## config.mk

```make
export PLATFORM = sky130hd
export DESIGN_NAME = bit_retimer
export DESIGN_NICKNAME = d
export VERILOG_FILES = /design/src/rtl/bsync_pkg.sv /design/src/rtl/bsync_in_filter.sv /design/src/rtl/bsync_phase_nco.sv /design/src/rtl/bsync_lock_mon.sv /design/src/rtl/bit_retimer.sv
export SDC_FILE = /design/constraint.sdc
export NUM_CORES = 1
export LEC_CHECK = 0
export ABC_AREA = 1
export BUFFER_PORTS_ARGS = -buffer_cell sky130_fd_sc_hd__buf_4
export CORE_MARGIN = 2
export CORE_UTILIZATION = 35
export CTS_BUF_LIST = sky130_fd_sc_hd__clkbuf_2 sky130_fd_sc_hd__clkbuf_4 sky130_fd_sc_hd__clkbuf_8
export CTS_CLUSTER_DIAMETER = 30
export DETAILED_ROUTE_END_ITERATION = 8
export PLACE_DENSITY = 0.49
export SYNTH_ARGS = -nofsm -noshare
export SYNTH_HDL_FRONTEND = slang
export SYNTH_HIERARCHICAL = 1
export SYNTH_SLANG_ARGS = --single-unit
```

## constraint.sdc

```tcl
create_clock -name clk -period 13.5 [get_ports clk]
set_clock_uncertainty 0.15 [all_clocks]
set_input_delay 0.675 -clock clk [delete_from_list [all_inputs] [get_ports clk]]
set_output_delay 0.675 -clock clk [all_outputs]
set_load 0.03 [all_outputs]
```

## src/rtl/bsync_pkg.sv

```systemverilog
package bsync_pkg;
   typedef enum logic {
      PATH_BYPASS = 1'b0,
      PATH_TRACK  = 1'b1
   } path_e;

   function automatic path_e pick_path(input logic pkt, input logic en);
      return (pkt || en) ? PATH_TRACK : PATH_BYPASS;
   endfunction
endpackage

```

## src/rtl/bsync_in_filter.sv

```systemverilog
module bsync_in_filter #(
   parameter int FILT_TAPS = 3
) (
   input  logic clk,
   input  logic rst_n,
   input  logic raw_i,
   output logic sync_o,
   output logic filt_o,
   output logic edge_o
);
   logic [1:0] meta;
   logic       maj;
   logic       filt_q, filt_d;

   if (FILT_TAPS != 1 && FILT_TAPS != 3) begin : g_bad_taps
      $error("bsync_in_filter: FILT_TAPS must be 1 or 3");
   end

   always_ff @(posedge clk or negedge rst_n) begin
      if (!rst_n) meta <= '0;
      else        meta <= {meta[0], raw_i};
   end
   assign sync_o = meta[1];

   if (FILT_TAPS == 3) begin : g_vote
      logic [2:0] win;
      always_ff @(posedge clk or negedge rst_n) begin
         if (!rst_n) win <= '0;
         else        win <= {win[1:0], meta[1]};
      end
      assign maj = (win[0] & win[1]) | (win[0] & win[2]) | (win[1] & win[2]);
   end else begin : g_plain
      assign maj = meta[1];
   end

   always_ff @(posedge clk or negedge rst_n) begin
      if (!rst_n) begin
         filt_q <= 1'b0;
         filt_d <= 1'b0;
      end else begin
         filt_q <= maj;
         filt_d <= filt_q;
      end
   end

   assign filt_o = filt_q;
   assign edge_o = filt_q ^ filt_d;
endmodule

```

## src/rtl/bsync_phase_nco.sv

```systemverilog
module bsync_phase_nco #(
   parameter int PW         = 16,
   parameter int WIN_SHIFT  = 2,
   parameter int TRIM_SHIFT = 3,
   parameter int MIN_PERIOD = 16
) (
   input  logic          clk,
   input  logic          rst_n,
   input  logic          run,
   input  logic [PW-1:0] period,
   input  logic          edge_in,
   output logic          sample_pulse,
   output logic          bit_tick,
   output logic          edge_in_win
);
   localparam int SW = PW + 3;
   localparam logic signed [SW-1:0] ONE = {{(SW-1){1'b0}}, 1'b1};

   if (WIN_SHIFT < 2 || TRIM_SHIFT < WIN_SHIFT) begin : g_bad_shift
      $error("bsync_phase_nco: need WIN_SHIFT >= 2 and TRIM_SHIFT >= WIN_SHIFT");
   end
   if (MIN_PERIOD < 8) begin : g_bad_min
      $error("bsync_phase_nco: MIN_PERIOD must be at least 8");
   end

   logic [PW:0]            ph;
   logic [1:0]             gap;
   logic signed [SW-1:0]   trim, trim_n;
   logic signed [SW-1:0]   pe, half, quart, tlim, phs, err, corr, nxt, nxt_w, tsum;
   logic                   wrap;

   always_comb begin
      pe    = $signed({3'b000, period}) + trim;
      half  = pe >>> 1;
      quart = pe >>> WIN_SHIFT;
      tlim  = $signed({3'b000, period}) >>> TRIM_SHIFT;
      phs   = $signed({2'b00, ph});
      err   = (phs < half) ? phs : (phs - pe);
      edge_in_win = edge_in && (err < quart) && (err > -quart);
      if (err > quart)       corr = quart;
      else if (err < -quart) corr = -quart;
      else                   corr = err;
      nxt   = phs + ONE - (edge_in ? corr : '0);
      wrap  = 1'b0;
      nxt_w = nxt;
      if (nxt >= pe) begin
         nxt_w = nxt - pe;
         wrap  = 1'b1;
      end
      tsum   = trim + ((err + ONE) >>> 1);
      trim_n = trim;
      if (edge_in_win && gap == 2'd1) begin
         if (tsum > tlim)       trim_n = tlim;
         else if (tsum < -tlim) trim_n = -tlim;
         else                   trim_n = tsum;
      end
   end

   assign sample_pulse = run && (phs == half);
   assign bit_tick     = run && wrap;

   always_ff @(posedge clk or negedge rst_n) begin
      if (!rst_n) begin
         ph   <= '0;
         trim <= '0;
         gap  <= '0;
      end else if (!run) begin
         ph   <= '0;
         trim <= '0;
         gap  <= '0;
      end else begin
         ph   <= nxt_w[PW:0];
         trim <= trim_n;
         if (edge_in)                          gap <= '0;
         else if (sample_pulse && gap != 2'd3) gap <= gap + 2'd1;
      end
   end

   // learned trim stays within one eighth of the nominal period
   p_trim_bounded_r4: assert property (@(posedge clk) disable iff (!rst_n)
      run && $past(run) && $stable(period) |-> (trim <= tlim) && (trim >= -tlim));

   // a sample point and a bit boundary never fall in the same cycle
   p_tick_sample_excl_r7: assert property (@(posedge clk) disable iff (!rst_n)
      run && (period >= PW'(MIN_PERIOD)) |-> !(sample_pulse && bit_tick));
endmodule

```

## src/rtl/bsync_lock_mon.sv

```systemverilog
module bsync_lock_mon #(
   parameter int LOCK_EDGES = 8,
   parameter int LOSS_BITS  = 32
) (
   input  logic clk,
   input  logic rst_n,
   input  logic run,
   input  logic edge_in,
   input  logic edge_in_win,
   input  logic bit_tick,
   output logic locked
);
   localparam int CW = $clog2(LOCK_EDGES + 1);
   localparam int IW = $clog2(LOSS_BITS + 1);
   localparam logic [CW-1:0] GOOD_MAX = CW'(LOCK_EDGES);
   localparam logic [IW-1:0] IDLE_MAX = IW'(LOSS_BITS);

   if (LOCK_EDGES < 2 || LOSS_BITS < 2) begin : g_bad_cfg
      $error("bsync_lock_mon: LOCK_EDGES and LOSS_BITS must be at least 2");
   end

   logic [CW-1:0] good;
   logic [IW-1:0] idle;

   always_ff @(posedge clk or negedge rst_n) begin
      if (!rst_n) begin
         good   <= '0;
         idle   <= '0;
         locked <= 1'b0;
      end else if (!run) begin
         good   <= '0;
         idle   <= '0;
         locked <= 1'b0;
      end else if (edge_in) begin
         idle <= '0;
         if (edge_in_win) begin
            if (good != GOOD_MAX) good <= good + 1'b1;
            if (good >= GOOD_MAX - 1'b1) locked <= 1'b1;
         end else begin
            good <= '0;
         end
      end else if (bit_tick && idle != IDLE_MAX) begin
         idle <= idle + 1'b1;
         if (idle == IDLE_MAX - 1'b1) begin
            locked <= 1'b0;
            good   <= '0;
         end
      end
   end

   // lock can only rise on an in-window transition
   p_lock_rise_r2: assert property (@(posedge clk) disable iff (!rst_n)
      $rose(locked) |-> $past(run && edge_in_win));

   // a silent stretch of the loss length leaves the flag clear
   p_lock_loss_r8: assert property (@(posedge clk) disable iff (!rst_n)
      (idle == IDLE_MAX) |-> !locked);
endmodule

```

## src/rtl/bit_retimer.sv

```systemverilog
module bit_retimer #(
   parameter int PW         = 16,
   parameter int FILT_TAPS  = 3,
   parameter int WIN_SHIFT  = 2,
   parameter int TRIM_SHIFT = 3,
   parameter int LOCK_EDGES = 8,
   parameter int LOSS_BITS  = 32,
   parameter int MIN_PERIOD = 16
) (
   input  logic       clk,
   input  logic       rst_n,
   input  logic       rx_raw,
   input  logic [7:0] period_hi,
   input  logic [7:0] period_lo,
   input  logic       pkt_mode,
   input  logic       cont_en,
   output logic       dout,
   output logic       dclk,
   output logic       locked
);
   import bsync_pkg::*;

   if (PW != 16) begin : g_bad_pw
      $error("bit_retimer: the divider is two bytes, PW must be 16");
   end

   logic [PW-1:0] period;
   path_e         path;
   logic          run, sync_b, filt_b, edge_b;
   logic          sample_pulse, bit_tick, edge_in_win;

   assign period = {period_hi, period_lo};
   assign path   = pick_path(pkt_mode, cont_en);
   assign run    = (path == PATH_TRACK);

   bsync_in_filter #(.FILT_TAPS(FILT_TAPS)) u_filt (
      .clk    (clk),
      .rst_n  (rst_n),
      .raw_i  (rx_raw),
      .sync_o (sync_b),
      .filt_o (filt_b),
      .edge_o (edge_b)
   );

   bsync_phase_nco #(
      .PW(PW), .WIN_SHIFT(WIN_SHIFT), .TRIM_SHIFT(TRIM_SHIFT), .MIN_PERIOD(MIN_PERIOD)
   ) u_nco (
      .clk          (clk),
      .rst_n        (rst_n),
      .run          (run),
      .period       (period),
      .edge_in      (edge_b),
      .sample_pulse (sample_pulse),
      .bit_tick     (bit_tick),
      .edge_in_win  (edge_in_win)
   );

   bsync_lock_mon #(.LOCK_EDGES(LOCK_EDGES), .LOSS_BITS(LOSS_BITS)) u_lock (
      .clk         (clk),
      .rst_n       (rst_n),
      .run         (run),
      .edge_in     (edge_b),
      .edge_in_win (edge_in_win),
      .bit_tick    (bit_tick),
      .locked      (locked)
   );

   always_ff @(posedge clk or negedge rst_n) begin
      if (!rst_n) begin
         dout <= 1'b0;
         dclk <= 1'b0;
      end else if (!run) begin
         dout <= sync_b;
         dclk <= 1'b0;
      end else if (sample_pulse) begin
         dout <= filt_b;
         dclk <= 1'b1;
      end else if (bit_tick) begin
         dclk <= 1'b0;
      end
   end

   // bypass keeps the data clock low
   p_dclk_low_bypass_r6: assert property (@(posedge clk) disable iff (!rst_n)
      $past(rst_n) && $past(!run) |-> !dclk);

   // bypass forwards the resynchronised input
   p_dout_follows_sync_r6: assert property (@(posedge clk) disable iff (!rst_n)
      $past(rst_n) && $past(!run) |-> dout == $past(sync_b));

   // data only moves at a sample point while tracking
   p_dout_hold_r7: assert property (@(posedge clk) disable iff (!rst_n)
      $past(rst_n) && $past(run) && !$past(sample_pulse) |-> $stable(dout));

   // clock rises only at a sample point
   p_dclk_rise_r7: assert property (@(posedge clk) disable iff (!rst_n)
      $past(rst_n) && $rose(dclk) |-> $past(sample_pulse));

   // clock falls only at a bit boundary while tracking
   p_dclk_fall_r7: assert property (@(posedge clk) disable iff (!rst_n)
      $past(rst_n) && $past(run) && $fell(dclk) |-> $past(bit_tick));
endmodule

```

==> Yosys cells after proc, flatten, opt, wreduce, memory -nomap -nowiden <==
Cells that the tools add are included.
{ "word_totals": {"register_bits": 58, "input_bits": 21, "out_inout_bits": 3, "word_cells": 99} }
{ "op_classes": {"add_sub_neg": 12, "order_cmp": 9, "n_eq_ne": 15, "muxes": 35, "n_bitwise": 6, "reduce_logical": 10} }
{ "op_table": {"columns": ["cell", "n"], "rows": [
  ["$mux 19", 8],
  ["$lt 19x19->1", 2],
  ["$sub 18x19->19", 2],
  ["$mux 17", 2],
  ["$mux 4", 6],
  ["$add 17x19->19", 1],
  ["$add 19x18->19", 1],
  ["$add 19x2->19 const B", 1],
  ["$ge 19x19->1", 1],
  ["$gt 19x14->1", 1],
  ["$gt 19x17->1", 1],
  ["$gt 19x19->1", 1],
  ["$lt 19x17->1", 1],
  ["$neg 13->19", 1],
  ["$neg 17->19", 1],
  ["$add 17x1->18 const B", 1],
  ["$eq 18x18->1", 1],
  ["$lt 18x18->1", 1],
  ["$mux 6", 3],
  ["$ne 3x3->1 const B", 6],
  ["$sub 17x17->17", 1],
  ["$mux 1", 13],
  ["$ne 4x4->1 const B", 2],
  ["$logic_and 1x1->1", 7],
  ["other kinds (15)", 22]
]} }

==> Longest topological paths before layout <==
{ "depth": {"depth_word": 15, "ltp_mapped": 86} }

==> By module <==
The synthesis kept the hierarchy.
{ "by_module_without_submodules": {"columns": ["mod", "instances", "cells_each", "area_each_um2", "seq_area_each_um2"], "rows": [
  ["bsync_phase_nco", 1, 1769, 10741.6, 950.9],
  ["bsync_lock_mon", 1, 104, 767.0, 275.3],
  ["bsync_in_filter", 1, 15, 206.4, 175.2],
  ["bit_retimer", 1, 17, 111.4, 50.0]
]} }

==> Least setup slack after synthesis <==
Ideal clock, no wire load.
{ "synth_path": {"path_type": "input to register", "startpoint": "in period_lo[0]", "endpoint": "reg u_lock.locked", "arrival_time_ns": 9.846, "setup_slack_ns": 3.386, "cell_stages": 71, "path_cell_list": "ha_1 fa_1 nand2_1 inv_1 nand2_1 nand2_1 xnor2_1 ha_1 a21oi_1 o21a_1 o21ai_0 nand4_1 nand3_1 nand3_4 nand4_4 buf_8 buf_6 o21ai_1 [35 not listed] nand3_1 nand2_1 ha_1 nand3_1 nor3_1 nand2_1 and2_1 nand3_1 nand2_1 nand3_1 clkbuf_1 nand2_1 inv_1 nand2_4 nand2_4 nand3_1 nand2_1 nand2_1"} }
{ "synth_via": {"elab_chain_cells": 14, "elab_cells_between_ends": 22, "cone_classes": "add/sub (4); order compare (6); eq/ne (2); mux (5); reduce/logical (5)"} }
{ "synth_lines": {"columns": ["item", "line", "text"], "rows": [
  ["start, declared", "bit_retimer.sv:14", "input logic [7:0] period_lo,"],
  ["$add 17x19->19 (*)", "bsync_phase_nco.sv:33", "pe = $signed({3'b000, period}) + trim;"],
  ["$sub 18x19->19 or $lt 18x18->1 (tied branches)", "bsync_phase_nco.sv:38", "err = (phs < half) ? phs : (phs - pe);"],
  ["$mux 19", "bsync_phase_nco.sv:38", null],
  ["$lt 19x19->1", "bsync_phase_nco.sv:41", "else if (err < -quart) corr = -quart;"],
  ["$mux 19", "bsync_phase_nco.sv:41", null],
  ["$mux 19", "bsync_phase_nco.sv:40", "if (err > quart) corr = quart;"],
  ["$mux 19", "bsync_phase_nco.sv:43", "nxt = phs + ONE - (edge_in ? corr : '0);"],
  ["$sub 18x19->19", "bsync_phase_nco.sv:43", null],
  ["$ge 19x19->1 (*)", "bsync_phase_nco.sv:46", "if (nxt >= pe) begin"],
  ["$mux 1 (*)", "bsync_phase_nco.sv:46", null],
  ["$logic_and 1x1->1 (*)", "bsync_phase_nco.sv:60", "assign bit_tick = run && wrap;"],
  ["net bit_tick", "bit_retimer.sv:30", "logic sample_pulse, bit_tick, edge_in_win;"],
  ["$logic_and 1x1->1 (*)", "bsync_lock_mon.sv:42", "end else if (bit_tick && idle != IDLE_MAX) begin"],
  ["$ne 3x3->1 (no line) (*)", null, null],
  ["$reduce_and 4->1 (no line) (*)", null, null],
  ["end signal, assigned", "bsync_lock_mon.sv:33", "locked <= 1'b0;"],
  ["end signal, assigned", "bsync_lock_mon.sv:38", "if (good >= GOOD_MAX - 1'b1) locked <= 1'b1;"],
  ["end signal, assigned", "bsync_lock_mon.sv:45", "locked <= 1'b0;"],
  ["end, declared", "bsync_lock_mon.sv:11", "output logic locked"]
]} }
The timed path passes the listed nets; every way through them passes the cells marked *.
A chain may end at the register's enable or synchronous reset.

==> Worst setup path in the final report <==
{ "layout_path": {"startpoint": "in period_lo[5]", "endpoint": "reg u_lock.locked"} }
The elaborated chain is that of the path after synthesis.

==> Flow_metrics.wiki <==
{| class="wikitable"
! Metric !! Value
|-
| Drt via density || slightly above 5
|-
| Detailed Place HPWL || about 32000 um
|-
| Tmin final || about 12 ns
|-
| Fin. Hold Viols || 0
|-
| Clock network latency to the later pin of the worst-skew pair || 0.39 ns
|-
| Headroom to the max-slew limit || 22.02%
|-
| Total wirelength of the detailed-routed design || approximately 38000 um
|-
| Kind of cell adding the most delay to the critical path || simple AND/OR/NAND/NOR gates
|-
| Worst hold slack || about 0.19 ns
|-
| Worst-path cell with the longest stage delay || sky130_fd_sc_hd__inv_1
|-
| Startpoint kind of the worst setup timing path || primary input
|-
| Sequential-to-total area share from yosys stat || between 10% and 20%
|-
| Clock Path Buffers || 2
|-
| Critical path data arrival time || 11.95 ns
|-
| Total CTS buffers || 9
|-
| Critical path buffers and inverters || 8
|-
| Final-layout setup total negative slack || 0 ns
|-
| Data required time at the worst endpoint || between 10 and 15 ns
|-
| Global routing usage summed across all routing layers || approximately 22%
|-
| Number of nets in the finished design || between 2000 and 2500
|-
| Synthesized net count || between 2000 and 2500
|-
| Fraction of the cycle the final worst path needs || 87.55%
|-
| Number of antenna violations at the first check in global routing || 0
|-
| Top flip-flop cell by instance count after synthesis || sky130_fd_sc_hd__dfrtp_1
|-
| Dpl ws || 1.326 ns
|-
| Max-cap violations || 0
|-
| Starting utilization of the core area || a little over a third
|-
| Final weighted congestion in routability-driven placement || 0.9338
|-
| Number of clock sinks seen by CTS || 58
|-
| Count of endpoints failing setup in the final report || 0
|-
| Number of I/O port buffers || 23
|-
| Most common library cell in the layout ignoring fill and taps || sky130_fd_sc_hd__nand2_1
|-
| Final worst slack || 1.680 ns
|-
| Transition time at the pin with the least slew margin || 1.160 ns
|-
| Multi-input logic area || 0.009117 mm^2
|-
| Area of the die || approximately 0.035 mm^2
|-
| Global-route met3 utilization || between 1.5 and 2%
|-
| Share of cells above drive strength 1 || under 10%
|-
| Antenna cells || 0
|-
| CTS H-tree depth || 3
|-
| Width of the die || roughly 190 um
|-
| CTS tree || done
|-
| Kind of end point of the critical path || flop
|-
| Maximum number of pins on one net before global-route repair || between 50 and 60
|-
| Pins Over Slew Limit || 0
|-
| Residual overflow from global routing || 0
|-
| Gate Count Post-Synth || around 1900
|-
| Flop-to-flop setup slack || around 1.7 ns
|-
| Global-route wire length before repair || a little over 60000 um
|-
| Number of vias in the routed layout || 12000
|-
| Area taken by flip-flops and latches || roughly 0.0015 mm^2
|-
| Clock Root Buffer || sky130_fd_sc_hd__clkbuf_8
|-
| Crit-path max cell delay || around 0.56 ns
|-
| Number of nets still failing antenna checks after routing || 0
|-
| Fill cell instance count of the final layout || between 3000 and 4000
|-
| Synthesized area divided by synthesized cell count || around 6.2 um^2
|-
| Iter 0 DRT Violations || about 740
|-
| Utilization of the core after routing || between 30% and 40%
|-
| Total of warnings raised by yosys || 6
|-
| Number of placed I/O pins || 24
|-
| Met1 global-route usage || 28.61%
|-
| Summed instance area of the synthesized netlist || roughly 0.012 mm^2
|-
| Clock slew seen by the registers of the worst setup and hold paths || roughly 0.08 ns
|-
| Setup repair after global routing missed its margin || no
|-
| Number of global-route vias before repair || around 12000
|-
| GRT busiest layer || met2
|-
| Cell type with the highest occurrence count on the critical path || sky130_fd_sc_hd__nand2_1
|-
| Maximum frequency from static timing analysis || 84.60 MHz
|-
| Hold_buf cts || 0
|-
| Residual DRC count || 0
|-
| Number of distinct standard cells referenced by the synthesized netlist || 55
|-
| Core footprint || between 0.03 and 0.04 mm^2
|-
| EDFF count, synth || 0
|-
| # rows || 67
|-
| Hold/Removal Path Class || reg -> reg
|-
| Flip-flop and latch count after synthesis || between 50 and 60
|-
| Post-CTS setup buffers || 0
|-
| Critical path start-end classification || in -> reg
|-
| P&R area growth vs syn || 7.469%
|-
| TritonRoute pass-1 iters || 5
|-
| Result of the run || complete, no violations
|-
| Maximum fanout count along the critical path || 29
|-
| GR Util met2 || 36.48%
|-
| WL per Instance || around 16 um
|-
| Commonest cells after routing, fill and taps aside || sky130_fd_sc_hd__nand2_1 (501), sky130_fd_sc_hd__inv_1 (275), sky130_fd_sc_hd__ha_1 (179), sky130_fd_sc_hd__nand3_1 (165), sky130_fd_sc_hd__nor2_1 (152)
|-
| Die extent in y || 187.8 um
|-
| Async set or reset register ratio after synthesis || 100.0%
|-
| Post-cts sizing count || 0
|}
## through the flow
| step | cell area, um^2 | instances |
|---|---|---|
| global placement | 12460 | 2355 |
| floorplan | 11830 | 1905 |
| global route | 12710 | 2371 |
| finish | 12710 | 2371 |
| detailed placement | 12460 | 2355 |
| CTS | 12710 | 2371 |
## cell families after synthesis
kind of cell | after synthesis | share of synthesized area [%]
flip-flops | 58 | 12.27
buffers and inverters | 318 | 10.65
XOR/XNOR | 99 | 7.332
adder cells (fa/ha/maj) | 184 | 19.78
AND/OR/NAND/NOR | 984 | 37.64
AO/OA/AOI/OAI | 262 | 12.31
## layout make-up
| cell class | count | share of cell area (%) |
|---|---|---|
| Inverter | 286 | 8.466 |
| Timing Repair Buffer | 34 | 2.008 |
| Clock buffer | 9 | 0.9746 |
| Tap cell | 448 | 4.410 |
| Sequential cell | 58 | 11.42 |
| Clock inverter | 7 | 0.9844 |
| Multi-Input combinational cell | 1529 | 71.74 |
## routing by layer
| metal | vias up | routed length (um) |
|---|---|---|
| li1 | 6309 | - |
| met1 | 5446 | 18310 |
| met2 | 195 | 16980 |
| met3 | 49 | 1017 |
| met4 | 0 | 1370 |
| met5 | - | 0 |
## cells in the mapped netlist, types with 3 or more instances
master                     number  area (um^2)
sky130_fd_sc_hd__nand2_1      501         1881
sky130_fd_sc_hd__inv_1        275         1032
sky130_fd_sc_hd__ha_1         179         2240
sky130_fd_sc_hd__nand3_1      165        825.8
sky130_fd_sc_hd__nor2_1       153        574.3
sky130_fd_sc_hd__a21oi_1      117        585.6
sky130_fd_sc_hd__o21ai_0       81        405.4
sky130_fd_sc_hd__xor2_1        78        683.2
sky130_fd_sc_hd__dfrtp_1       58         1451
sky130_fd_sc_hd__nand4_1       52        325.3
sky130_fd_sc_hd__nand2_2       26        162.7
sky130_fd_sc_hd__nor3_1        24        120.1
sky130_fd_sc_hd__xnor2_1       21        183.9
sky130_fd_sc_hd__clkbuf_1      14        52.55
sky130_fd_sc_hd__nand3_2       14        140.1
sky130_fd_sc_hd__inv_2         10        37.54
sky130_fd_sc_hd__buf_2          9        45.04
sky130_fd_sc_hd__o21ai_1        9        45.04
sky130_fd_sc_hd__a31oi_1        8        50.05
sky130_fd_sc_hd__nor2_2         8        50.05
sky130_fd_sc_hd__o31ai_1        8        60.06
sky130_fd_sc_hd__a21o_1         7        52.55
sky130_fd_sc_hd__o211ai_1       7        52.55
sky130_fd_sc_hd__nor4_1         6        37.54
sky130_fd_sc_hd__or2_2          6        37.54
sky130_fd_sc_hd__and2_1         5        31.28
sky130_fd_sc_hd__fa_1           5        100.1
sky130_fd_sc_hd__nand2_4        5        56.30
sky130_fd_sc_hd__a21boi_0       4        30.03
sky130_fd_sc_hd__nor2_4         4        45.04
sky130_fd_sc_hd__o21bai_1       4        30.03
sky130_fd_sc_hd__a211oi_1       3        22.52
sky130_fd_sc_hd__buf_6          3        33.78
sky130_fd_sc_hd__nand3_4        3        52.55
sky130_fd_sc_hd__nand3b_1       3        22.52
## worst register-to-register path: cells and delay by family, from the launching register on
kind	cells	cell delay [ns]
and+or+nand+nor	44	5.04
adders and majority gates	6	2.00
xor gates and xnor gates	1	0.28
DFF	1	0.41
AOI/OAI and AO/OA	11	2.43
buffers and inverters	7	1.43
## registers in the layout, summed over array words and instances (netlist names)
signal and flops:
u_filt/g_vote.win 3, dclk 1, u_lock/locked 1, u_filt/filt_d 1
u_nco/gap 2, u_nco/ph 17, u_filt/meta 2, u_lock/idle 6
u_filt/filt_o 1, dout 1, u_lock/good 4, u_nco/trim 19
## final timing paths
check,from,endpoint,cells past startpoint
max,period_lo[5],u_lock/locked,70
min,u_filt/meta[0],u_filt/meta[1],0
max reg2reg,u_nco/trim[5],u_lock/locked,69
min reg2reg,u_filt/meta[0],u_filt/meta[1],0
max in group asynchronous,rst_n,u_nco/ph[1],1
min in group asynchronous,rst_n,u_nco/trim[3],1
Power is not shown: default switching activity piles up to over one toggle a cycle in this logic, so the estimate is an artifact.
